<file path="src/rtl/lit_pkg.sv">
package lit_pkg;

  localparam int OFF_W = 12;

  localparam logic [OFF_W-1:0] OFF_EOI  = 12'h0B0;
  localparam logic [OFF_W-1:0] OFF_SWEN = 12'h0F0;
  localparam logic [OFF_W-1:0] OFF_VENT = 12'h320;
  localparam logic [OFF_W-1:0] OFF_INIT = 12'h380;
  localparam logic [OFF_W-1:0] OFF_CUR  = 12'h390;
  localparam logic [OFF_W-1:0] OFF_DIV  = 12'h3E0;

  typedef struct packed {
    logic       periodic;
    logic       mask;
    logic [7:0] vec;
  } vent_t;

  localparam vent_t VENT_RST = '{periodic: 1'b0, mask: 1'b1, vec: 8'h00};

  // compact code {b3,b1,b0} -> log2 of the ratio; 111 wraps to 0 (ratio 1)
  function automatic logic [2:0] div_shift(input logic [2:0] idx);
    return idx + 3'd1;
  endfunction

  // terminal value of the prescaler for a given log2 ratio
  function automatic logic [6:0] pre_limit(input logic [2:0] shift);
    return 7'((8'd1 << shift) - 8'd1);
  endfunction

endpackage

</file>
<file path="src/rtl/lit_prescaler.sv">
module lit_prescaler
  import lit_pkg::*;
#(
  parameter int PRE_W = 7
) (
  input  logic       clk,
  input  logic       rst_n,
  input  logic [2:0] shift_req,
  output logic       tick
);

  logic [PRE_W-1:0] pcnt_q;
  logic [2:0]       shift_act_q;
  logic             wrap;

  assign wrap = (pcnt_q == PRE_W'(pre_limit(shift_act_q)));
  assign tick = wrap;

  always_ff @(posedge clk or negedge rst_n) begin
    if (!rst_n) begin
      pcnt_q      <= '0;
      shift_act_q <= div_shift(3'd0);
    end else if (wrap) begin
      pcnt_q      <= '0;
      shift_act_q <= shift_req;
    end else begin
      pcnt_q <= pcnt_q + 1'b1;
    end
  end

endmodule

</file>
<file path="src/rtl/lit_counter.sv">
module lit_counter #(
  parameter int CNT_W = 32
) (
  input  logic             clk,
  input  logic             rst_n,
  input  logic             tick,
  input  logic             load,
  input  logic [CNT_W-1:0] load_val,
  input  logic [CNT_W-1:0] reload_val,
  input  logic             periodic,
  output logic [CNT_W-1:0] cur_cnt,
  output logic             zero_evt
);

  logic [CNT_W-1:0] cnt_q;
  logic             at_one;

  assign at_one   = (cnt_q == CNT_W'(1));
  assign zero_evt = tick && at_one && !load;
  assign cur_cnt  = cnt_q;

  always_ff @(posedge clk or negedge rst_n) begin
    if (!rst_n) begin
      cnt_q <= '0;
    end else if (load) begin
      cnt_q <= load_val;
    end else if (tick && cnt_q != '0) begin
      if (at_one) cnt_q <= periodic ? reload_val : '0;
      else        cnt_q <= cnt_q - 1'b1;
    end
  end

endmodule

</file>
<file path="src/rtl/lit_regs.sv">
module lit_regs
  import lit_pkg::*;
#(
  parameter int DATA_W = 32,
  parameter int CNT_W  = 32
) (
  input  logic              clk,
  input  logic              rst_n,
  input  logic              bus_wr,
  input  logic [OFF_W-1:0]  bus_addr,
  input  logic [DATA_W-1:0] bus_wdata,
  input  logic [CNT_W-1:0]  cur_cnt,
  output logic [DATA_W-1:0] bus_rdata,
  output vent_t             vent,
  output logic [CNT_W-1:0]  init_cnt,
  output logic [2:0]        div_idx,
  output logic [9:0]        swen,
  output logic              init_wr,
  output logic              eoi_wr
);

  vent_t            vent_q;
  logic [CNT_W-1:0] init_q;
  logic [2:0]       div_q;
  logic [9:0]       swen_q;

  assign init_wr = bus_wr && (bus_addr == OFF_INIT);
  assign eoi_wr  = bus_wr && (bus_addr == OFF_EOI);

  always_ff @(posedge clk or negedge rst_n) begin
    if (!rst_n) begin
      vent_q <= VENT_RST;
      init_q <= '0;
      div_q  <= 3'b000;
      swen_q <= '0;
    end else if (bus_wr) begin
      unique case (bus_addr)
        OFF_VENT: vent_q <= '{periodic: bus_wdata[17], mask: bus_wdata[16],
                              vec: bus_wdata[7:0]};
        OFF_INIT: init_q <= bus_wdata[CNT_W-1:0];
        OFF_DIV:  div_q  <= {bus_wdata[3], bus_wdata[1], bus_wdata[0]};
        OFF_SWEN: swen_q <= bus_wdata[9:0];
        default:  ;
      endcase
    end
  end

  always_comb begin
    bus_rdata = '0;
    unique case (bus_addr)
      OFF_VENT: bus_rdata = DATA_W'({14'd0, vent_q.periodic, vent_q.mask, 8'd0, vent_q.vec});
      OFF_INIT: bus_rdata = DATA_W'(init_q);
      OFF_CUR:  bus_rdata = DATA_W'(cur_cnt);
      OFF_DIV:  bus_rdata = DATA_W'({div_q[2], 1'b0, div_q[1:0]});
      OFF_SWEN: bus_rdata = DATA_W'(swen_q);
      default:  bus_rdata = '0;
    endcase
  end

  assign vent     = vent_q;
  assign init_cnt = init_q;
  assign div_idx  = div_q;
  assign swen     = swen_q;

endmodule

</file>
<file path="src/rtl/lit_timer.sv">
module lit_timer
  import lit_pkg::*;
#(
  parameter int DATA_W = 32,
  parameter int CNT_W  = 32,
  parameter int PRE_W  = 7
) (
  input  logic              clk,
  input  logic              rst_n,
  input  logic              bus_wr,
  input  logic [11:0]       bus_addr,
  input  logic [DATA_W-1:0] bus_wdata,
  output logic [DATA_W-1:0] bus_rdata,
  output logic              irq_req,
  output logic [7:0]        irq_vec
);

  vent_t            vent_q;
  logic [CNT_W-1:0] init_cnt;
  logic [CNT_W-1:0] cur_cnt;
  logic [2:0]       div_idx;
  logic [9:0]       swen;
  logic             init_wr;
  logic             eoi_wr;
  logic             tick;
  logic             zero_evt;
  logic             sw_en;
  logic             deliver;
  logic             irq_q;
  logic [7:0]       vec_q;

  lit_regs #(.DATA_W(DATA_W), .CNT_W(CNT_W)) regs_i (
    .clk(clk), .rst_n(rst_n), .bus_wr(bus_wr), .bus_addr(bus_addr),
    .bus_wdata(bus_wdata), .cur_cnt(cur_cnt), .bus_rdata(bus_rdata),
    .vent(vent_q), .init_cnt(init_cnt), .div_idx(div_idx), .swen(swen),
    .init_wr(init_wr), .eoi_wr(eoi_wr)
  );

  lit_prescaler #(.PRE_W(PRE_W)) pre_i (
    .clk(clk), .rst_n(rst_n), .shift_req(div_shift(div_idx)), .tick(tick)
  );

  lit_counter #(.CNT_W(CNT_W)) cnt_i (
    .clk(clk), .rst_n(rst_n), .tick(tick), .load(init_wr),
    .load_val(bus_wdata[CNT_W-1:0]), .reload_val(init_cnt),
    .periodic(vent_q.periodic), .cur_cnt(cur_cnt), .zero_evt(zero_evt)
  );

  assign sw_en   = swen[8];
  assign deliver = zero_evt && !vent_q.mask && sw_en;

  always_ff @(posedge clk or negedge rst_n) begin
    if (!rst_n) begin
      irq_q <= 1'b0;
      vec_q <= '0;
    end else if (deliver && (!irq_q || eoi_wr)) begin
      irq_q <= 1'b1;
      vec_q <= vent_q.vec;
    end else if (eoi_wr) begin
      irq_q <= 1'b0;
    end
  end

  assign irq_req = irq_q;
  assign irq_vec = irq_q ? vec_q : 8'h00;

endmodule

</file>
<file path="config.mk">
export PLATFORM = sky130hd
export DESIGN_NAME = lit_timer
export DESIGN_NICKNAME = d
export VERILOG_FILES = /design/src/rtl/lit_pkg.sv /design/src/rtl/lit_prescaler.sv /design/src/rtl/lit_counter.sv /design/src/rtl/lit_regs.sv /design/src/rtl/lit_timer.sv
export SDC_FILE = /design/constraint.sdc
export NUM_CORES = 1
export LEC_CHECK = 0
export BUFFER_PORTS_ARGS = -buffer_cell sky130_fd_sc_hd__buf_2
export CORE_ASPECT_RATIO = 1.75
export CORE_MARGIN = 10
export CORE_UTILIZATION = 53
export DETAILED_ROUTE_END_ITERATION = 12
export GPL_ROUTABILITY_DRIVEN = 1
export PLACE_DENSITY = 0.76
export SETUP_SLACK_MARGIN = 0.15
export SYNTH_ARGS = -nofsm -noshare
export SYNTH_HDL_FRONTEND = slang
export SYNTH_SLANG_ARGS = --single-unit
</file>
<file path="constraint.sdc">
create_clock -name clk -period 3.1 [get_ports clk]
set_clock_uncertainty 0.2 [all_clocks]
set_input_delay 0.62 -clock clk [delete_from_list [all_inputs] [get_ports clk]]
set_output_delay 0.62 -clock clk [all_outputs]
set_load 0.02 [all_outputs]
</file>
==> metrics, run 1 <==
via count=around 6000; Synth Area in Adders=less than 1%; die area=0.0169 mm²; first-pass GRT wire length=31600 µm; r2r setup slk=0.19 ns; max frequency=0.343 GHz; Post-Synth XOR/XNOR Area=1.38%; final setup fails=0; Post-Route WL=20200 µm; number of cells on the worst reg-to-reg path=6; Area contributors post-synth=dfrtp_1, nand2_1, mux2_2, mux2i_1, o21ai_0; Detailed Route Iter0 Violations=~350; combinational family with the most area after synthesis=simple AND/OR/NAND/NOR gates; Pleak=0.00363 µW; EDFF count, synth=0; cell mode on critical path=or4_4; Rows=52; required time worst endpoint=3.14 ns; Initial Utilization=54.5%; CP arrival=slightly below 3 ns; Sink Count=106; average cell area after synthesis=9.11 µm²; routed wl met3=about 1000 µm; wl on met1=7800 µm; Post-Syn Instances=697; Hold Buf Count CTS=0; critical path startpoint category=flop; detailed-router iteration count before antenna repair=5; Distinct cells, synth=66; Critical Path Slowest Stage Cell=or4_4; via/cell ratio=6.37; Tmin final=2.91 ns; Hold Fails Final Rpt=0; netlist area before placement=0.00635 mm²; Compound-Gate Fraction of Synth Area=15.4%; Reg clk slew, reported paths=approximately 0.080 ns; CTS buffer count=9; drt drc=0; Ys Warns=0; CP endpoint kind=flop; Post-DP HPWL=14600 µm; top-count cell post-synth=nand2_1; initial antenna violation count=0; H-tree Lvls=3; nets@finish=858; dpl ws=0.0348 ns; total gr overflow=0; Top Ports=88; Synth top cells by count=nand2_1, dfrtp_1, nor2_1, o21ai_0, mux2i_1; pins over their slew limit=0; Layout area overhead=21.3%; WL met2=between 10000 and 15000 µm; Worst Tran Pin Value=0.527 ns; crit path max fanout=5; crit path from=cnt_i.cur_cnt[21]$_DFFE_PN0P_; Worst-Skew Late Latency=0.35 ns; CTS tree=yes; PortBufs=87; Hold Path Class=in2async; Yosys reg bits=106; CTS max path bufs=2; die span in y=~160 µm; FF-to-FF End=vec_q[3]$_DFFE_PN0P_; share of the synthesized area in the top cell type=41.0%; antenna-violating nets left=0; GPL Wtd Cong=a little under 1; syn_nets=between 700 and 800; core area=0.0116 mm²; setup_tns=0 ns; CP endpoint=vec_q[3]$_DFFE_PN0P_; Crit path largest cell delay=roughly 0.60 ns; final worst setup slack=approximately 0.19 ns; multiplexer share of the synthesized area=11.9%; status=finished clean; # diodes=0; Max VDD drop=314 µV; Seq/Total Area, Yosys=41.8%; R2R Path Start=cnt_i.cur_cnt[21]$_DFFE_PN0P_; largest net degree at the start of global routing=48; headroom to the max-slew limit=64.8%; Synth Flop Type=dfrtp_1; total global-route track usage=23.5%; CP Cell Sequence=or4_4 -> or4_4 -> nor4_4 -> and4b_2 -> nand3_4 -> mux2_4; ys async rst share=100%; Max Cap Viol=0; # fillers=941; routed len/inst=21.3 µm; DR top layer=met4; Setup Crit Path Kind=reg2reg; final worst-path cycle share=between 90% and 100%; PD cells=448 mW/mm²; Synth Area in Simple Gates=24.8%; vias in the first global route=6272; Yosys top cell by area=dfrtp_1; clock root buffer=clkbuf_16; die width=just over 100 µm; layout cells sized above 1=approximately 29%; RSZ-0062 raised after global routing=true
what timing repair did:
item | CTS | global route
buffers inserted | 0 | 3
gates cloned | 0 | 2
pin swaps | 0 | 5
resized for setup | 7 | 28
setup endpoints to repair | 28 | 30
sequential cells by signal (all words and copies together) (netlist names):
| register | cells |
|---|---|
| irq_req | 1 |
| regs_i.vent | 10 |
| regs_i.div_idx | 3 |
| pre_i.shift_act_q | 3 |
| regs_i.swen | 10 |
| vec_q | 8 |
| regs_i.init_cnt | 32 |
| pre_i.pcnt_q | 7 |
| cnt_i.cur_cnt | 32 |
routing by layer:
metal | vias up | GRT usage, %
li1 | 2795 | -
met1 | 2960 | 26.4
met2 | 226 | 42.4
met3 | 49 | 3.14
met4 | 0 | 10.8
met5 | - | 0
logic make-up (layout without fill, tap and decap cells):
| group | count (synthesis) | after routing |
|---|---|---|
| mux | 71 | 71 |
| fa+ha+maj | 5 | 5 |
| buf+inv | 58 | 171 |
| compound gates | 135 | 135 |
| simple gates | 312 | 313 |
| flops | 106 | 106 |
| xor+xnor | 10 | 10 |
power by group:
part / total [µW] / internal, µW / switching [µW] / leakage, µW
sequential: 1660 / 1480 / 175 / 0.00140
clock: 1120 / 565 / 551 / 0.000140
combinational: 677 / 313 / 364 / 0.00209
worst max-delay path, delay by kind of cell (launching register included):
| family | cells | cell delay (ns) |
|---|---|---|
| simple gates | 5 | 1.86 |
| mux | 1 | 0.33 |
| flops | 1 | 0.42 |
final cells by class:
cell class | count | area (µm²) | share of cell area [%]
Clock inverter | 6 | 55.1 | 0.715
Multi-Input combinational cell | 534 | 3590 | 46.6
Sequential cell | 106 | 2660 | 34.6
Timing Repair Buffer | 145 | 962 | 12.5
Inverter | 10 | 37.5 | 0.487
Tap cell | 135 | 169 | 2.19
Clock buffer | 10 | 229 | 2.97
worst min-delay path by stage:
stage,from,end,cells past startpoint
6_report,rst_n,vec_q[7]$_DFFE_PN0P_,1
5_1_grt,rst_n,regs_i.swen[5]$_DFFE_PN0P_,1
4_1_cts,rst_n,vec_q[7]$_DFFE_PN0P_,1
3_5_place_dp,vec_q[3]$_DFFE_PN0P_,vec_q[3]$_DFFE_PN0P_,1
3_3_place_gp,vec_q[3]$_DFFE_PN0P_,vec_q[3]$_DFFE_PN0P_,1
2_1_floorplan,rst_n,cnt_i.cur_cnt[0]$_DFFE_PN0P_,0
metrics by stage:
| stage | area (µm²) | power (µW) | cells | util (%) | hold WS (ns) |
|---|---|---|---|---|---|
| after CTS | 7560 | 3450 | 941 | 65.0 | 0.0547 |
| after detailed placement | 7250 | 2320 | 925 | 62.2 | 0.275 |
| final | 7700 | 3450 | 946 | 66.1 | 0.0431 |
| after floorplan | 6360 | 2050 | 697 | - | 0.124 |
| after global placement | 7250 | 2300 | 925 | 62.2 | 0.269 |
| after global routing | 7700 | 3610 | 946 | 66.1 | 0.0715 |
cell usage in the layout (no fill, tap or decap), drive strengths merged, types with 3 or more instances in the layout:
| cell type | netlist | routed |
|---|---|---|
| a2111oi | 3 | 3 |
| a211o | 3 | 3 |
| a211oi | 8 | 8 |
| a21oi | 8 | 8 |
| a221o | 5 | 5 |
| a221oi | 10 | 10 |
| a22o | 4 | 4 |
| a22oi | 6 | 6 |
| and2 | 12 | 12 |
| and3 | 6 | 6 |
| buf | 14 | 145 |
| clkbuf | 34 | 10 |
| dfrtp | 104 | 104 |
| ha | 5 | 5 |
| inv | 10 | 15 |
| mux2 | 35 | 35 |
| mux2i | 36 | 36 |
| nand2 | 132 | 132 |
| nand2b | 3 | 3 |
| nand3 | 21 | 22 |
| nand4 | 12 | 12 |
| nand4b | 3 | 3 |
| nor2 | 44 | 44 |
| nor3 | 15 | 15 |
| nor3b | 4 | 4 |
| nor4 | 24 | 24 |
| o2111ai | 4 | 4 |
| o211a | 3 | 3 |
| o211ai | 5 | 5 |
| o21ai | 42 | 42 |
| o22ai | 4 | 4 |
| o2bb2ai | 12 | 12 |
| o311ai | 3 | 3 |
| o41ai | 3 | 3 |
| or3 | 13 | 13 |
| or4 | 8 | 8 |
| xnor2 | 8 | 8 |
No activity file was read; power rests on OpenSTA's default activity.
==> run 2, diff against run 1 <==
--- a/config.mk
+++ b/config.mk
@@ -6,7 +6,6 @@
 export NUM_CORES = 1
 export LEC_CHECK = 0
 export BUFFER_PORTS_ARGS = -buffer_cell sky130_fd_sc_hd__buf_2
-export CORE_ASPECT_RATIO = 1.75
 export CORE_MARGIN = 10
 export CORE_UTILIZATION = 53
 export DETAILED_ROUTE_END_ITERATION = 12
==> metrics, run 2 (synthesis gave the netlist of run 1 again) <==
core area=0.0116 mm²; r2r setup slk=0.17 ns; routed len/inst=20.8 µm; Critical Path Slowest Stage Cell=nor4bb_4; Worst Tran Pin Value=0.716 ns; pins over their slew limit=0; GPL Wtd Cong=0.926; Reg clk slew, reported paths=0.06 ns; Tmin final=~3.0 ns; Max VDD drop=around 320 µV; number of cells on the worst reg-to-reg path=7; FF-to-FF End=cnt_i.cur_cnt[17]$_DFFE_PN0P_; R2R Path Start=cnt_i.cur_cnt[22]$_DFFE_PN0P_; CTS tree=yes; CP Buf/Inv Count=4; PD cells=roughly 460 mW/mm²; drt drc=0; final worst-path cycle share=95.3%; headroom to the max-slew limit=52.2%; max frequency=0.339 GHz; Crit path largest cell delay=0.28 ns; Top Ports=88; total gr overflow=0; Cell Count Post-Placement=937; detailed-router iteration count before antenna repair=5; total global-route track usage=23.4%; H-tree Lvls=3; Hold Path Class=in2async; CP arrival=2.13 ns; PortBufs=87; final setup fails=0; die span in y=~130 µm; critical path startpoint category=input pin; cell mode on critical path=buf_4; Hold Buf Count CTS=0; die area=around 0.017 mm²; cell-internal power=around 2500 µW; CP endpoint=bus_rdata[17]; initial antenna violation count=0; family with the most delay on the worst path=simple AND/OR/NAND/NOR gates; Pleak=0.00375 µW; setup_tns=0 ns; final std cells w/o fill=967; Post-DP HPWL=14100 µm; # diodes=0; CTS buffer count=9; Post-Route WL=approximately 20000 µm; die width=approximately 130 µm; Hold Fails Final Rpt=0; logic gate share of total power=between 10% and 20%; Rows=39; CP Cell Sequence=buf_2 -> nor4bb_4 -> buf_4 -> nand4b_1 -> nor3_2 -> buf_6 -> nand2_1 -> o21ai_1 -> buf_4; crit path from=bus_addr[9]; switching pwr=1100 µW; Sequential Power Share=approximately 46%; Sink Count=106; switching share of power=30.4%; Setup Crit Path Kind=in2out; crit path max fanout=6; commonest non-fill, non-tap cell in the layout=nand2_1; layout cells sized above 1=between 20 and 30%; clock root buffer=clkbuf_16; via/cell ratio=6.45; most frequent cells in the layout=nand2_1, dfrtp_1, buf_4; required time worst endpoint=roughly 2.3 ns; critical path depth in cells=9; antenna-violating nets left=0; first-pass GRT wire length=31700 µm; nets@finish=871; CTS max path bufs=2; Detailed Route Iter0 Violations=723; via count=6234; CP endpoint kind=primary output; vias in the first global route=around 6200; Worst-Skew Late Latency=0.36 ns; Max Cap Viol=0; clock group share of total power=35.2%; RSZ-0062 raised after global routing=true; Initial Utilization=54.9%; largest net degree at the start of global routing=51; Layout area overhead=24.0%; status=finished clean
[run 2: layout make-up]
class,count,area (µm²)
clock buffer,10,229
clock inverter,6,95.1
fill,881,3690
inverter,10,37.5
multi-input combinational,533,3600
sequential,106,2660
tap,143,179
timing repair buffer,159,1080
[run 2: worst min path at each step]
stage | startpoint | endpoint | slack [ns] | cells past startpoint
after CTS | rst_n | pre_i.shift_act_q[2]$_DFFE_PN0N_ | 0.13 | 1
after global routing | rst_n | regs_i.init_cnt[26]$_DFFE_PN0P_ | 0.16 | 1
after detailed placement | regs_i.init_cnt[6]$_DFFE_PN0P_ | regs_i.init_cnt[6]$_DFFE_PN0P_ | 0.28 | 2
final | rst_n | pre_i.pcnt_q[4]$_DFF_PN0_ | 0.1 | 1
after floorplan | rst_n | cnt_i.cur_cnt[0]$_DFFE_PN0P_ | 0.12 | 0
after global placement | vec_q[3]$_DFFE_PN0P_ | vec_q[3]$_DFFE_PN0P_ | 0.27 | 1
[run 2: what timing repair did]
item,in CTS,in global routing
setup endpoints to repair,20,39
cloned,0,2
pin swaps,0,11
gates resized for setup,4,45
setup buffers,0,12
[run 2: layer usage]
metal	GRT usage [%]	vias to the layer above	share of wire, %
li1	-	2820	-
met1	29.4	3089	42
met2	38.9	281	49
met3	5.34	44	7.5
met4	8.33	0	2.3
met5	0	-	0
[run 2: worst register-to-register path, delay by kind of cell (launching register included)]
kind,cells,cell delay (ns)
simple gates,4,1.64
flops,1,0.40
compound gates,2,0.40
buf+inv,1,0.23
[run 2: power by group through the flow]
stage,sequential (µW),clock (µW),combinational [µW]
2_1_floorplan,1600,0,452
3_3_place_gp,1670,0,615
3_5_place_dp,1680,0,644
4_1_cts,1650,1290,652
5_1_grt,1680,1330,751
6_report,1660,1270,680
[run 2: metrics by stage]
| step | area (µm²) | setup WS, ns | util (%) | hold slack [ns] | total power (µW) |
|---|---|---|---|---|---|
| finish | 7870 | 0.146 | 68.1 | 0.0977 | 3610 |
| global route | 7870 | 0.0399 | 68.1 | 0.156 | 3760 |
| CTS | 7590 | 0.133 | 65.6 | 0.127 | 3590 |
| detailed placement | 7250 | -0.0167 | 62.7 | 0.284 | 2320 |
| global placement | 7250 | 0.0469 | 62.7 | 0.270 | 2280 |
| floorplan | 6360 | 0.179 | - | 0.124 | 2050 |
